===== src/rtl/kbd_tx_pkg.sv =====
package kbd_tx_pkg;

  typedef enum logic [2:0] {
    ST_IDLE,
    ST_REQ,
    ST_START,
    ST_SHIFT,
    ST_STOP_HI,
    ST_ACK
  } tx_state_e;

  // 1 when the byte holds an even number of ones
  function automatic logic odd_par(input logic [7:0] b);
    return ~^b;
  endfunction

endpackage


===== src/rtl/kbd_tx_sync.sv =====
module kbd_tx_sync #(
  parameter int W      = 2,
  parameter int STAGES = 2
) (
  input  logic         clk_i,
  input  logic         rst_ni,
  input  logic [W-1:0] d_i,
  output logic [W-1:0] q_o
);
  logic [W-1:0] stg [STAGES];

  for (genvar s = 0; s < STAGES; s++) begin : g_stg
    always_ff @(posedge clk_i or negedge rst_ni) begin
      if (!rst_ni) stg[s] <= '1;
      else if (s == 0) stg[s] <= d_i;
      else stg[s] <= stg[(s == 0) ? 0 : s-1];
    end
  end

  assign q_o = stg[STAGES-1];
endmodule


===== src/rtl/kbd_tx_timer.sv =====
module kbd_tx_timer #(
  parameter int LIMIT = 100000
) (
  input  logic clk_i,
  input  logic rst_ni,
  input  logic clr_i,
  output logic expired_o
);
  localparam int CW = $clog2(LIMIT + 1);

  logic [CW-1:0] cnt_q;

  always_ff @(posedge clk_i or negedge rst_ni) begin
    if (!rst_ni) cnt_q <= '0;
    else if (clr_i) cnt_q <= '0;
    else if (cnt_q != CW'(LIMIT)) cnt_q <= cnt_q + 1'b1;
  end

  assign expired_o = (cnt_q == CW'(LIMIT));
endmodule


===== src/rtl/kbd_host_tx.sv =====
module kbd_host_tx
  import kbd_tx_pkg::*;
#(
  parameter int CLKS_PER_US = 50,
  parameter int TIMEOUT_US  = 2000,
  parameter int SYNC_STAGES = 2
) (
  input  logic       clk_i,
  input  logic       rst_ni,
  input  logic       send_i,
  input  logic [7:0] data_i,
  input  logic       kbd_clk_i,
  input  logic       kbd_data_i,
  output logic       clk_pull_o,
  output logic       data_pull_o,
  output logic       busy_o,
  output logic       done_o,
  output logic       err_o
);
  localparam int TIMEOUT_CYC = CLKS_PER_US * TIMEOUT_US;
  localparam int NBITS       = 9;
  localparam int IDX_W       = $clog2(NBITS + 1);

  tx_state_e          state_q;
  logic [NBITS-1:0]   frame_q;
  logic [IDX_W-1:0]   idx_q;
  logic               clk_pull_q, data_pull_q, done_q, err_q, clk_prev_q;
  logic               clk_s, data_s, clk_rise, step, expired;

  kbd_tx_sync #(.W(2), .STAGES(SYNC_STAGES)) u_sync (
    .clk_i (clk_i),
    .rst_ni(rst_ni),
    .d_i   ({kbd_clk_i, kbd_data_i}),
    .q_o   ({clk_s, data_s})
  );

  assign clk_rise = clk_s & ~clk_prev_q;

  // one handshake wait satisfied this cycle
  always_comb begin
    unique case (state_q)
      ST_IDLE:    step = send_i;
      ST_REQ:     step = data_s;
      ST_START,
      ST_SHIFT:   step = clk_rise;
      ST_STOP_HI: step = data_s;
      ST_ACK:     step = ~data_s;
      default:    step = 1'b0;
    endcase
  end

  kbd_tx_timer #(.LIMIT(TIMEOUT_CYC)) u_timer (
    .clk_i    (clk_i),
    .rst_ni   (rst_ni),
    .clr_i    ((state_q == ST_IDLE) | step),
    .expired_o(expired)
  );

  always_ff @(posedge clk_i or negedge rst_ni) begin
    if (!rst_ni) begin
      state_q     <= ST_IDLE;
      frame_q     <= '0;
      idx_q       <= '0;
      clk_pull_q  <= 1'b0;
      data_pull_q <= 1'b0;
      done_q      <= 1'b0;
      err_q       <= 1'b0;
      clk_prev_q  <= 1'b1;
    end else begin
      done_q     <= 1'b0;
      err_q      <= 1'b0;
      clk_prev_q <= clk_s;
      if (state_q != ST_IDLE && expired) begin
        clk_pull_q  <= 1'b0;
        data_pull_q <= 1'b0;
        err_q       <= 1'b1;
        state_q     <= ST_IDLE;
      end else if (step) begin
        unique case (state_q)
          ST_IDLE: begin
            frame_q    <= {odd_par(data_i), data_i};
            idx_q      <= '0;
            clk_pull_q <= 1'b1;
            state_q    <= ST_REQ;
          end
          ST_REQ: begin
            clk_pull_q <= 1'b0;
            state_q    <= ST_START;
          end
          ST_START: begin
            data_pull_q <= ~frame_q[0];
            idx_q       <= IDX_W'(1);
            state_q     <= ST_SHIFT;
          end
          ST_SHIFT: begin
            if (idx_q == IDX_W'(NBITS)) begin
              data_pull_q <= 1'b0;
              state_q     <= ST_STOP_HI;
            end else begin
              data_pull_q <= ~frame_q[idx_q];
              idx_q       <= idx_q + 1'b1;
            end
          end
          ST_STOP_HI: state_q <= ST_ACK;
          ST_ACK: begin
            done_q  <= 1'b1;
            state_q <= ST_IDLE;
          end
          default: state_q <= ST_IDLE;
        endcase
      end
    end
  end

  assign clk_pull_o  = clk_pull_q;
  assign data_pull_o = data_pull_q;
  assign busy_o      = (state_q != ST_IDLE);
  assign done_o      = done_q;
  assign err_o       = err_q;
endmodule


===== config.mk =====
export PLATFORM = sky130hd
export DESIGN_NAME = kbd_host_tx
export DESIGN_NICKNAME = d
export VERILOG_FILES = /design/src/rtl/kbd_tx_pkg.sv /design/src/rtl/kbd_tx_sync.sv /design/src/rtl/kbd_tx_timer.sv /design/src/rtl/kbd_host_tx.sv
export SDC_FILE = /design/constraint.sdc
export NUM_CORES = 1
export LEC_CHECK = 0
export ABC_AREA = 1
export BUFFER_PORTS_ARGS = -buffer_cell sky130_fd_sc_hd__buf_4
export CORE_ASPECT_RATIO = 1.5
export CORE_UTILIZATION = 32
export CTS_BUF_LIST = sky130_fd_sc_hd__clkbuf_2 sky130_fd_sc_hd__clkbuf_4 sky130_fd_sc_hd__clkbuf_8
export CTS_CLUSTER_SIZE = 10
export DETAILED_ROUTE_END_ITERATION = 10
export HOLD_SLACK_MARGIN = 0.08
export PLACE_DENSITY = 0.53
export SLEW_MARGIN = 20
export SYNTH_ARGS = -nofsm -noshare
export SYNTH_HDL_FRONTEND = slang
export SYNTH_SLANG_ARGS = --single-unit
export TNS_END_PERCENT = 50

===== constraint.sdc =====
create_clock -name clk_i -period 2.93 [get_ports clk_i]
set_input_delay 0.586 -clock clk_i [delete_from_list [all_inputs] [get_ports clk_i]]
set_output_delay 0.586 -clock clk_i [all_outputs]
set_load 0.02 [all_outputs]

# Word-level counts from Yosys, hierarchy flattened
# Index checks and enable logic that the tools add are counted.
[totals]
register_bits = 42
latchBits = 0
ram_bits = 0
rom_bits = 0
input_bits = 13
out_inout_bits = 5
wordCells = 69
n_memories = 0
[op_classes]
add_sub_neg = 2
mul = 0
div = 0
order_cmp = 1
eq_ne = 10
n_shift = 0
mux = 22
bitwise_logic = 7
n_reduce_logical = 16
[op_table]
columns = ["cell", "count"]
rows = [
  ["two-way mux 17 bit", 2],
  ["adder 17 x 1 -> 17 bit (second input constant)", 1],
  ["equality test 17 bit (second input constant)", 1],
  ["!= test 17 bit (second input constant)", 1],
  ["case mux 3 bit (5 select lines)", 1],
  ["case mux 4 bit (3 select lines)", 1],
  ["nonzero test 3 bit", 4],
  ["two-way mux 1 bit", 10],
  ["two-way mux 3 bit", 3],
  ["XNOR reduction 8 bit", 1],
  ["equality test 3 x 2 -> 1 bit (second input constant)", 2],
  ["equality test 3 bit (second input constant)", 2],
  ["AND reduction 2 bit", 3],
  ["less-than comparator 4 x 5 -> 1 bit (second input constant)", 1],
  ["inverter 1 bit", 5],
  ["adder 4 x 1 -> 4 bit (second input constant)", 1],
  ["binary-select mux 1 bit (select 4 bit)", 1],
  ["equality test 4 bit (second input constant)", 1],
  ["two-way mux 4 bit", 1],
  ["case mux 1 bit (2 select lines)", 2],
  ["case mux 1 bit (4 select lines)", 1],
  ["AND reduction 4 bit", 1],
  ["nonzero test 2 bit", 2],
  ["OR reduction 2 bit", 2],
  ["8 further kinds", 8],
]

# Logic depth before layout (Yosys ltp)
[depth]
word_depth = 7
depth_mapped = 11
ltp_nobuf = 10

# Cells and area by module
# From an unflattened synthesis, not the netlist that was laid out.
[hier_totals]
hier_cells = 336
area_unflattened_um2 = 2512.4
[modules_own_cells]
columns = ["module", "n_inst", "cells_each", "area_each_um2", "seq_area_each_um2"]
rows = [
  ["kbd_host_tx", 1, 162, 1232.4, 526.8],
  ["kbd_tx_timer", 1, 168, 1159.9, 425.4],
  ["kbd_tx_sync", 1, 6, 120.1, 105.1],
]

# Least setup slack after synthesis
# No wires, ideal clock.
[synth_path]
path_type = "flip-flop to flip-flop"
start = "reg u_timer.cnt_q[0]"
end = "reg state_q[2]"
setup_ns = 0.118
arrival_time_ns = 1.368
t_required_ns = 2.812
setup_slack_ns = 1.444
stages_incl_launch_ff = 10
n_path_buf = 0
period_less_slack_ns = 1.486
cell_sequence = "dfrtp_1 > inv_1 > ha_1 > nand4_1 > nor2_1 > nand3_4 > nand2_2 > nand2_2 > nand2_1 > nand2_1"
[synth_via]
elab_chain_len = 4
word_cells_on_any_way = 6
classes_between = "eq/ne: 2; mux: 1; reduce/logical: 3"
[synth_lines]
columns = ["element", "line_no", "rtl"]
rows = [
  ["from (decl)", "kbd_tx_timer.sv:11", "logic [CW-1:0] cnt_q;"],
  ["from (signal assigned)", "kbd_tx_timer.sv:16", "else if (cnt_q != CW'(LIMIT)) cnt_q <= cnt_q + 1'b1;"],
  ["equality test 17 bit (*)", "kbd_tx_timer.sv:19", "assign expired_o = (cnt_q == CW'(LIMIT));"],
  ["logical AND 1 bit (*)", "kbd_host_tx.sv:73", "if (state_q != ST_IDLE && expired) begin"],
  ["!= test 3 bit (no line) / nonzero test 2 bit (equally long branches)", "-", ""],
  ["AND reduction 2 bit (no line)", "-", ""],
  ["to (signal assigned)", "kbd_host_tx.sv:77", "state_q <= ST_IDLE;"],
  ["to (signal assigned)", "kbd_host_tx.sv:84", "state_q <= ST_REQ;"],
  ["to (signal assigned)", "kbd_host_tx.sv:88", "state_q <= ST_START;"],
  ["to (decl)", "kbd_host_tx.sv:24", "tx_state_e state_q;"],
]
# Every way passes the cells marked *; elsewhere a longest branch is shown, timed or not.
# A chain may end at the register's enable or synchronous reset.

# Final worst setup path
[layout_path]
start = "reg state_q[0]"
end = "out busy_o"
[layout_via]
elab_chain_len = 1
[layout_lines]
columns = ["element", "line_no", "rtl"]
rows = [
  ["from (signal assigned)", "kbd_host_tx.sv:61", "state_q <= ST_IDLE;"],
  ["from (signal assigned)", "kbd_host_tx.sv:77", ""],
  ["from (signal assigned)", "kbd_host_tx.sv:84", ""],
  ["nonzero test 3 bit", "kbd_host_tx.sv:117", "assign busy_o = (state_q != ST_IDLE);"],
  ["to (decl)", "kbd_host_tx.sv:16", "output logic busy_o,"],
]
# Every way passes these cells.

==> impl_metrics.prom <==
# TYPE chip_impl_metric gauge
chip_impl_info{name="result_of_the_run",value="completed"} 1
chip_impl_metric{name="yosys.area.top_type_share",unit="%"} 38.68
chip_impl_metric{name="via_count_of_the_first_global_routing_pass",unit=""} 2004
chip_impl_metric{name="worst_ep_required_time",unit="ps"} 2340
chip_impl_info{name="cell_type_contributing_the_most_total_cell_area_after_synthesis",value="sky130_fd_sc_hd__dfrtp_1"} 1
chip_impl_metric{name="post_layout_nonfiller_instances",unit=""} 422
chip_impl_metric{name="htree_num_levels",unit=""} 2
chip_impl_metric{name="vias_per_cell",unit=""} 4.668
chip_impl_metric{name="place.gp.congestion",unit=""} 0.8614
chip_impl_metric{name="cts-root-to-sink-buffers",unit=""} 2
chip_impl_metric{name="via_count",unit=""} 1970
chip_impl_info{name="synth.top_cells.by_area",value="sky130_fd_sc_hd__dfrtp_1 39%, sky130_fd_sc_hd__nand2_1 11%, sky130_fd_sc_hd__inv_1 6.0%"} 1
chip_impl_metric{name="worst_clock_skew",unit="ps"} 7.359
chip_impl_metric{name="synth-async-reset-ratio",unit="%"} 100.0
chip_impl_metric{name="die_w",unit="microns"} 72.62
chip_impl_metric{name="syn_to_final_growth",unit="%"} 13.17
chip_impl_metric{name="maxCapViolCount",unit=""} 0
chip_impl_info{name="synth_most_common_cell",value="sky130_fd_sc_hd__nand2_1"} 1
chip_impl_metric{name="drc",unit=""} 0
chip_impl_metric{name="globalRouteOverflowTotal",unit=""} 0
chip_impl_metric{name="post_cts.resized_instances",unit=""} 0
chip_impl_metric{name="post_synth_num_cell_types",unit=""} 32
chip_impl_metric{name="synth_enable_flop_cells",unit=""} 0
chip_impl_info{name="cp-end-kind",value="output pin"} 1
chip_impl_metric{name="postPlaceCellArea",unit="sq um"} 2595
chip_impl_metric{name="power-per-cell-area",unit="nW/um^2"} 761.9
chip_impl_metric{name="initial_core_util",unit="%"} 33.12
chip_impl_info{name="timing_worst_setup_path_type",value="flop to output pin"} 1
chip_impl_metric{name="final_period_minus_worst_setup_slack",unit="ps"} 2022
chip_impl_metric{name="hold_buffers",unit=""} 0
chip_impl_metric{name="whs",unit="ps"} 270.2
chip_impl_metric{name="top_level_ports",unit=""} 18
chip_impl_metric{name="io_buffer_count",unit=""} 17
chip_impl_metric{name="number_of_buffers_inserted_to_repair_setup_after_cts",unit=""} 0
chip_impl_metric{name="clkLatencyLatePin",unit="ps"} 300
chip_impl_metric{name="grt_pass1_wl",unit="microns"} 9370
chip_impl_metric{name="setup_violations",unit=""} 0
chip_impl_metric{name="synth_seq_area_share",unit="%"} 44.17
chip_impl_info{name="postSynth.topFlopCell",value="sky130_fd_sc_hd__dfrtp_1"} 1
chip_impl_metric{name="number_of_nets_in_the_layout",unit=""} 338
chip_impl_metric{name="rows",unit=""} 38
chip_impl_metric{name="ys_warn_count",unit=""} 0
chip_impl_metric{name="grt.total_usage",unit="%"} 15.49
chip_impl_metric{name="iteration_count_of_the_initial_detailed_routing_pass",unit=""} 5
chip_impl_metric{name="worst_setup_hold_path_clk_slew",unit="ps"} 90
chip_impl_metric{name="syn-cell-area",unit="sq um"} 2394
chip_impl_metric{name="core_area",unit="sq um"} 7227
chip_impl_metric{name="clkSinkCount",unit=""} 42
chip_impl_metric{name="finalWorstSetupSlack",unit="ps"} 908.2
chip_impl_metric{name="drtAntennaViolNets",unit=""} 0
chip_impl_metric{name="die_y",unit="microns"} 107.9
chip_impl_metric{name="minimum_setup_slack_after_placement",unit="ps"} 1185
chip_impl_metric{name="place_inst",unit=""} 414
chip_impl_metric{name="grt_max_degree",unit=""} 43
chip_impl_metric{name="drive_above_1_share",unit="%"} 16.46
chip_impl_metric{name="timing.final.hold_violations",unit=""} 0
chip_impl_metric{name="fmax",unit="MHz"} 494.6
chip_impl_metric{name="number_of_max_slew_violations_in_the_final_report",unit=""} 0
chip_impl_metric{name="power_total",unit="mW"} 2.064
chip_impl_metric{name="maxSlewHeadroom",unit="%"} 63.85
chip_impl_metric{name="antenna_violations_before_repair",unit=""} 0
chip_impl_metric{name="timing.critical_path.arrival",unit="ps"} 1440
chip_impl_metric{name="syn_avg_cell_area",unit="sq um"} 7.899
chip_impl_info{name="clock-root-buffer",value="sky130_fd_sc_hd__clkbuf_8"} 1
chip_impl_metric{name="critical_path_peak_fanout",unit=""} 8
chip_impl_metric{name="largest_vdd_supply_drop",unit="mV"} 0.3721
chip_impl_metric{name="finished_layout_cell_area",unit="sq um"} 2709
chip_impl_metric{name="leakagePower",unit="nW"} 1.265
chip_impl_info{name="min_path_type",value="input pin to async pin"} 1
chip_impl_metric{name="n_antenna_cell",unit=""} 0
chip_impl_metric{name="number_of_drc_markers_after_the_initial_detailed_route_iteration",unit=""} 90
chip_impl_metric{name="post-route-util",unit="%"} 37.48
chip_impl_metric{name="synth.ff_latch_count",unit=""} 42
chip_impl_info{name="critical_path.startpoint_type",value="flop"} 1
chip_impl_metric{name="die_area",unit="sq um"} 7837
chip_impl_info{name="cts_tree",value="built"} 1
chip_impl_metric{name="setup_total_negative_slack",unit="ps"} 0
chip_impl_metric{name="postSynthNetCount",unit=""} 320
chip_impl_metric{name="final_min_period_over_clock_period",unit="%"} 69.00
chip_impl_metric{name="max_slew.worst_pin.slew",unit="ps"} 542.2
chip_impl_metric{name="wl",unit="microns"} 5144
chip_impl_metric{name="avgRoutedWirePerCell",unit="microns"} 12.19
chip_impl_info{name="commonest_cells_post_synth",value="72 x sky130_fd_sc_hd__nand2_1, 38 x sky130_fd_sc_hd__inv_1, 37 x sky130_fd_sc_hd__dfrtp_1, 34 x sky130_fd_sc_hd__nor2_1, 27 x sky130_fd_sc_hd__nand3_1"} 1
chip_impl_info{name="rsz0062_at_grt",value="no"} 1
chip_impl_metric{name="dp_hpwl",unit="microns"} 3824
chip_impl_metric{name="cts-buffers-inserted",unit=""} 5
chip_impl_metric{name="postSynthCellCount",unit=""} 303
chip_impl_metric{name="final.fill_count",unit=""} 786
metal layers:
layer  global-route usage, %  vias up  share of wire (%)  routed length [microns]
li1                        -      995                  -                        -
met1                   17.38      936                 41                     2102
met2                   28.10       30                 55                     2805
met3                   2.903        9                2.3                      118
met4                   6.443        0                2.3                      116
met5                       0        -                  0                        0
layout make-up:
type                       instances  area (sq um)  share of cell area, %
timing repair buffer              17         127.6                  4.711
tap                              100         125.1                  4.619
sequential                        42          1057                  39.03
multi-input combinational        212          1124                  41.48
clock buffer                       6         76.32                  2.818
inverter                          43         161.4                  5.958
clock inverter                     2         37.54                  1.386
cell families (layout without fill, tap and decap cells):
| family | Yosys count | in the layout | share of synthesized area (%) |
|---|---|---|---|
| compound gates | 21 | 21 | 4.862 |
| buf+inv | 49 | 68 | 8.886 |
| xor+xnor | 17 | 17 | 6.220 |
| simple gates | 170 | 170 | 33.77 |
| flops | 42 | 42 | 44.17 |
| fa+ha+maj | 4 | 4 | 2.091 |
where the power goes:
group	switching (mW)	internal [mW]	leakage [nW]
combinational	0.510	0.261	0.667
sequential	0.117	0.704	0.543
clock	0.208	0.264	0.0548
final timing paths:
check / depth (start not counted) / start / slack (ps) / end
min in group clk_i: 0 / u_sync.stg[3] / 360 / u_sync.q_o[1]
worst min register to register: 0 / u_sync.stg[3] / 360 / u_sync.q_o[1]
worst min-delay path: 1 / rst_ni / 270 / u_timer.cnt_q[15]
worst max-delay path: 5 / state_q[0] / 910 / busy_o
worst max register to register: 9 / u_timer.cnt_q[0] / 1170 / state_q[2]
max in group asynchronous: 1 / rst_ni / 2280 / u_sync.q_o[0]
cells in the final DEF (no fill, tap or decap), types with 2 or more instances in the layout:
master / count
sky130_fd_sc_hd__nor2_1: 34
sky130_fd_sc_hd__clkbuf_8: 5
sky130_fd_sc_hd__a21oi_2: 2
sky130_fd_sc_hd__nand4_1: 13
sky130_fd_sc_hd__nor3_1: 5
sky130_fd_sc_hd__buf_4: 17
sky130_fd_sc_hd__nand2_1: 72
sky130_fd_sc_hd__dfstp_2: 5
sky130_fd_sc_hd__dfrtp_1: 37
sky130_fd_sc_hd__xor2_1: 11
sky130_fd_sc_hd__xnor2_1: 6
sky130_fd_sc_hd__nor3_2: 2
sky130_fd_sc_hd__inv_1: 38
sky130_fd_sc_hd__o21ai_0: 12
sky130_fd_sc_hd__nand2_2: 8
sky130_fd_sc_hd__ha_1: 4
sky130_fd_sc_hd__nand3_1: 27
sky130_fd_sc_hd__inv_2: 4
sky130_fd_sc_hd__a21oi_1: 4
sky130_fd_sc_hd__nor2_4: 3
critical path, cell delays in order, from the launching register on:
cell                      delay [ps]
sky130_fd_sc_hd__dfrtp_1         490
sky130_fd_sc_hd__nor2_4          160
sky130_fd_sc_hd__inv_2            60
sky130_fd_sc_hd__nor2_4          110
sky130_fd_sc_hd__inv_1           140
sky130_fd_sc_hd__buf_4           190
registers in the layout, summed over array words and instances (netlist names):
register	count
u_timer.cnt_q	17
frame_q	9
idx_q	4
state_q	3
u_sync.q_o	2
u_sync.stg	2
clk_prev_q	1
clk_pull_o	1
data_pull_o	1
done_o	1
err_o	1
No activity file was read; power rests on OpenSTA's default activity.
